===== src/rtl/merge_lock_pkg.sv =====
package merge_lock_pkg;

    typedef enum logic [1:0] {
        ST_OPEN        = 2'd0,
        ST_AWAIT_MARK  = 2'd1,
        ST_AWAIT_DRAIN = 2'd2
    } mlk_state_e;

    function automatic int sel_width(input int n);
        return (n > 1) ? $clog2(n) : 1;
    endfunction

endpackage


===== src/rtl/mlk_marker_detect.sv =====
module mlk_marker_detect #(
    parameter int N_PLANES = 2
) (
    input  logic [N_PLANES-1:0] pkt_vld,
    input  logic [N_PLANES-1:0] pkt_color,
    input  logic [N_PLANES-1:0] pkt_idle,
    input  logic                exp_color,
    output logic [N_PLANES-1:0] mark_hit
);

    // one comparator per plane: valid idle packet of the expected color
    for (genvar p = 0; p < N_PLANES; p++) begin : g_plane
        assign mark_hit[p] = pkt_vld[p] & pkt_idle[p] & (pkt_color[p] == exp_color);
    end

endmodule


===== src/rtl/mlk_lock_decode.sv =====
module mlk_lock_decode #(
    parameter int N_PLANES = 2,
    localparam int SEL_W = merge_lock_pkg::sel_width(N_PLANES)
) (
    input  logic                busy,
    input  logic [SEL_W-1:0]    active_plane,
    output logic [N_PLANES-1:0] peer_lock
);

    // every plane other than the active one is held while a phase runs
    for (genvar p = 0; p < N_PLANES; p++) begin : g_lock
        assign peer_lock[p] = busy && (active_plane != SEL_W'(p));
    end

endmodule


===== src/rtl/mlk_fsm.sv =====
module mlk_fsm
    import merge_lock_pkg::*;
#(
    parameter int N_PLANES = 2,
    localparam int SEL_W = sel_width(N_PLANES)
) (
    input  logic                clk,
    input  logic                rst_n,
    input  logic                sw_req,
    input  logic [SEL_W-1:0]    sw_plane,
    input  logic [N_PLANES-1:0] mark_hit,
    input  logic [N_PLANES-1:0] queue_empty,
    output logic [SEL_W-1:0]    active_plane,
    output logic                busy,
    output logic                exp_color,
    output logic                done,
    output logic                err
);

    mlk_state_e       state_q, state_d;
    logic [SEL_W-1:0] act_q, act_d;
    logic             color_q, color_d;
    logic             done_q, done_d;
    logic             err_q, err_d;
    logic             mark_act;
    logic             empty_act;

    assign mark_act  = mark_hit[act_q];
    assign empty_act = queue_empty[act_q];

    // state register
    always_ff @(posedge clk or negedge rst_n) begin
        if (!rst_n) begin
            state_q <= ST_OPEN;
            act_q   <= '0;
            color_q <= 1'b0;
            done_q  <= 1'b0;
            err_q   <= 1'b0;
        end else begin
            state_q <= state_d;
            act_q   <= act_d;
            color_q <= color_d;
            done_q  <= done_d;
            err_q   <= err_d;
        end
    end

    // transitions
    always_comb begin
        state_d = state_q;
        act_d   = act_q;
        color_d = color_q;
        done_d  = done_q;
        err_d   = err_q;
        unique case (state_q)
            ST_OPEN: begin
                if (sw_req) begin            // T_START
                    state_d = ST_AWAIT_MARK;
                    act_d   = sw_plane;
                    color_d = ~color_q;
                    done_d  = 1'b0;
                    err_d   = 1'b0;
                end
            end
            ST_AWAIT_MARK: begin
                if (sw_req) err_d = 1'b1;    // T_REJECT
                if (mark_act) begin
                    if (empty_act) begin     // T_MARK_EMPTY
                        state_d = ST_OPEN;
                        done_d  = 1'b1;
                    end else begin           // T_MARK
                        state_d = ST_AWAIT_DRAIN;
                    end
                end
            end
            ST_AWAIT_DRAIN: begin
                if (sw_req) err_d = 1'b1;    // T_REJECT
                if (empty_act) begin         // T_DRAIN
                    state_d = ST_OPEN;
                    done_d  = 1'b1;
                end
            end
            default: state_d = ST_OPEN;
        endcase
    end

    // outputs
    always_comb begin
        busy         = (state_q != ST_OPEN);
        active_plane = act_q;
        exp_color    = color_q;
        done         = done_q;
        err          = err_q;
    end

endmodule


===== src/rtl/merge_lock_ctrl.sv =====
module merge_lock_ctrl #(
    parameter int N_PLANES = 2,
    localparam int SEL_W = merge_lock_pkg::sel_width(N_PLANES)
) (
    input  logic                clk,
    input  logic                rst_n,
    input  logic                sw_req,
    input  logic [SEL_W-1:0]    sw_plane,
    input  logic [N_PLANES-1:0] pkt_vld,
    input  logic [N_PLANES-1:0] pkt_color,
    input  logic [N_PLANES-1:0] pkt_idle,
    input  logic [N_PLANES-1:0] queue_empty,
    output logic [N_PLANES-1:0] peer_lock,
    output logic                stat_color,
    output logic                stat_locked,
    output logic                stat_done,
    output logic                stat_err
);

    logic [N_PLANES-1:0] mark_hit;
    logic [SEL_W-1:0]    active_plane;
    logic                busy;

    mlk_marker_detect #(.N_PLANES(N_PLANES)) u_mark (
        .pkt_vld   (pkt_vld),
        .pkt_color (pkt_color),
        .pkt_idle  (pkt_idle),
        .exp_color (stat_color),
        .mark_hit  (mark_hit)
    );

    mlk_fsm #(.N_PLANES(N_PLANES)) u_fsm (
        .clk          (clk),
        .rst_n        (rst_n),
        .sw_req       (sw_req),
        .sw_plane     (sw_plane),
        .mark_hit     (mark_hit),
        .queue_empty  (queue_empty),
        .active_plane (active_plane),
        .busy         (busy),
        .exp_color    (stat_color),
        .done         (stat_done),
        .err          (stat_err)
    );

    mlk_lock_decode #(.N_PLANES(N_PLANES)) u_lock (
        .busy         (busy),
        .active_plane (active_plane),
        .peer_lock    (peer_lock)
    );

    assign stat_locked = |peer_lock;

endmodule


===== config.mk =====
export PLATFORM = sky130hd
export DESIGN_NAME = merge_lock_ctrl
export DESIGN_NICKNAME = d
export VERILOG_FILES = /design/src/rtl/merge_lock_pkg.sv /design/src/rtl/mlk_marker_detect.sv /design/src/rtl/mlk_lock_decode.sv /design/src/rtl/mlk_fsm.sv /design/src/rtl/merge_lock_ctrl.sv
export SDC_FILE = /design/constraint.sdc
export NUM_CORES = 1
export LEC_CHECK = 0
export ABC_CLOCK_PERIOD_IN_PS = 1700
export CORE_AREA = 4 4 41 43
export DETAILED_ROUTE_END_ITERATION = 7
export DIE_AREA = 0 0 45 47
export DONT_BUFFER_PORTS = 1
export GPL_ROUTABILITY_DRIVEN = 0
export PLACE_DENSITY_LB_ADDON = 0.15
export SYNTH_ARGS = -nofsm -noshare
export SYNTH_HDL_FRONTEND = slang
export SYNTH_HIERARCHICAL = 1
export SYNTH_SLANG_ARGS = --single-unit

===== constraint.sdc =====
create_clock -name clk -period 1.7 [get_ports clk]
set_clock_uncertainty 0.05 [all_clocks]
set_input_delay 0.34 -clock clk [delete_from_list [all_inputs] [get_ports clk]]
set_output_delay 0.34 -clock clk [all_outputs]
set_load 0.03 [all_outputs]

==> impl_metrics.ini <==
[global_routing]
first_global_vias = 359
antenna_found_initial = 0
grt_max_degree = 7
overflow = 0
grt_use_total_pct = 9.888
grt_first_pass_wirelength_mm = 1.504

[routing]
routed_wirelength_um = 877
num_vias = 315
drt_first_pass_iters = 4
ant_nets = 0
post_drt_wl_per_cell_um = 13.49
post-route-drc-count = 0
initialDrtViolationCount = 4
post_drt_via_cell_ratio = 4.846

[critical_path]
crit_top_cell = inv_2
r2r_end = u_fsm/state_q[0]$_DFFE_PN0P_
r2r_cells = 5
path_max_fanout = 2
critical_path_class = reg -> out
r2r_slack_ns = 0.03
crit_required_ns = 1.31
cpPeakStageDelay_ns = 0.38
path_cells = inv_2 > ha_4 > inv_2 > and2b_2 > or2_4
worstSetupStartpointType = flip-flop
critPathTopFamily = simple AND/OR/NAND/NOR gates
end_kind = output port
r2r_start = u_fsm/exp_color$_DFFE_PN0P_
arrival_ns = 1.33
worst_path_max_delay_cell = dfrtp_1
cp.buffers_inverters = 2

[logic_synthesis]
synth.cell_area_um2 = 404.1
synth_top_cell_by_area = dfrtp_1
synth-seq-area-share_pct = 37.15
synth_top_area_share_pct = 37.15
postSynthRegisterBits = 6
synth_top_cells_by_count = 6 x dfrtp_1, 5 x ha_1, 3 x inv_1, 3 x xnor2_1
netlist_top_cells_area = dfrtp_1 37%, ha_1 15%, xnor2_1 6.5%, mux2_2 5.6%, mux2i_1 5.0%
synth_edf_count = 0
synth_cells = 35
synth_warnings = 6
ys_types = 19
synth_flop_cell = dfrtp_1
synth.avg_cell_area_um2 = 11.55
async_flop_share_pct = 100.0
yosysMostFrequentCell = dfrtp_1
synth_fp_nets = 52

[power_and_ir_drop]
ir_drop_mv = 0.9113
p_total_mw = 1.290
powerDensity_nw_per_um2 = 2280
p_leak_nw = 0.2659

[timing]
max_clock_freq_mhz = 581.5
rsz0062_at_grt = yes
worst_slack_ns = -0.01971
layout_min_cycle_time_ns = 1.720
holdWs_ns = 0.1991
tns_ns = -0.01971
worst_pin_slew_ns = 0.3267
finalHoldViolCount = 0
maxSlewViolCount = 0
slew_headroom_pct = 77.66
finalSetupViolations = 1
post-route-period-util_pct = 101.2

[cts]
htree_levels = 1
max-clock-path-buffers = 2
cts_tree = done
clkTransAtPathRegs_ns = 0.04
cts_sinks = 6
cts-root-buf = clkbuf_4
clk_latency_ns = 0.24
numCtsBuffers = 3

[floorplan]
start_util_pct = 31.06
die_w_um = 45
dieHeight_um = 47
pin_count = 18
die-area_um2 = 2115
core_um2 = 1301
rows = 13

[hold_path]
hold_start = sw_req
hold_end = u_fsm/err$_DFFE_PN0P_
hold_class = in -> reg
holdPathStages = 1

[placed_design]
hpwl_um = 704.8
portBuffers = 0
placedInstanceArea_um2 = 469.2

[finish]
num_antenna_cells = 0
fill_cells = 140
design_area_um2 = 565.5
nNetsFinal = 68
drive_gt1_share_pct = 56.00
final_util_pct = 43.46
syn2layout_area_growth_pct = 39.94

[status]
violations = negative setup slack
run_status = finished with violations

[job]
max_cap_violations = 0
## metrics by stage
stage	setup WS, ns	std cells
CTS	-0.02380	65
global route	-0.06970	65
global placement	0.02589	56
detailed placement	-0.009628	56
finish	-0.01971	65
floorplan	0.004260	35
## metal layers
| layer | GRT usage (%) | vias up | share of wire, % |
|---|---|---|---|
| met5 | 0 | - | 0 |
| met3 | 1.916 | 2 | 6.0 |
| met4 | 5.263 | 0 | 1.7 |
| li1 | - | 154 | - |
| met2 | 18.08 | 9 | 57 |
| met1 | 10.75 | 150 | 35 |
## registers in the layout (all words and copies together), names as in the netlist
name / count
u_fsm/done: 1
u_fsm/active_plane: 1
u_fsm/err: 1
u_fsm/state_q: 2
u_fsm/exp_color: 1
## power breakdown
part           total (mW)  switching (mW)  internal [mW]
registers           0.331           0.115          0.217
clock network       0.137          0.0480         0.0887
logic               0.822           0.388          0.434
total                1.29           0.550          0.739
## logic make-up after synthesis
group	after synthesis	share of synthesized area [%]
xor+xnor	3	6.503
simple gates	8	13.01
compound gates	6	14.55
flops	6	37.15
buf+inv	3	2.786
mux	4	10.53
fa+ha+maj	5	15.48
## how the worst max path moves through the flow
stage | depth (start not counted) | slack (ns) | end | startpoint
final | 5 | -0.02 | stat_locked | u_fsm/state_q[1]$_DFFE_PN0P_
after global routing | 5 | -0.07 | u_fsm/state_q[0]$_DFFE_PN0P_ | u_fsm/exp_color$_DFFE_PN0P_
after CTS | 5 | -0.02 | stat_locked | u_fsm/state_q[1]$_DFFE_PN0P_
after detailed placement | 5 | -0.01 | u_fsm/state_q[0]$_DFFE_PN0P_ | u_fsm/exp_color$_DFFE_PN0P_
after global placement | 5 | 0.03 | u_fsm/state_q[0]$_DFFE_PN0P_ | u_fsm/exp_color$_DFFE_PN0P_
after floorplan | 5 | 0.004 | stat_locked | u_fsm/state_q[0]$_DFFE_PN0P_
## area by class of cell
class                           instances  area (µm²)  share of cell area, %
Inverter                                3       11.26                  1.991
Clock buffer                            4       26.28                  4.646
Multi-Input combinational cell         26       272.8                  48.23
Sequential cell                         6       151.4                  26.77
Timing Repair Buffer                   11       85.08                  15.04
Tap cell                               15       18.77                  3.319
## cell usage in the layout, fill, tap and decap left out, types with 2 or more instances in the layout
| master | n |
|---|---|
| and3_1 | 2 |
| buf_4 | 10 |
| clkbuf_4 | 3 |
| dfrtp_1 | 5 |
| ha_1 | 4 |
| inv_2 | 3 |
| xnor2_1 | 3 |
## repair_timing
| action | CTS | global route |
|---|---|---|
| endpoints found under the hold margin | 6 | 0 |
| setup buffers | 4 | 0 |
| pin swaps | 6 | 1 |
| gates cloned | 0 | 0 |
| setup endpoints to repair | 4 | 3 |
| gates resized for setup | 9 | 1 |
| hold buffers | 1 | 0 |
Note: power is estimated with default switching activity, not from simulation.
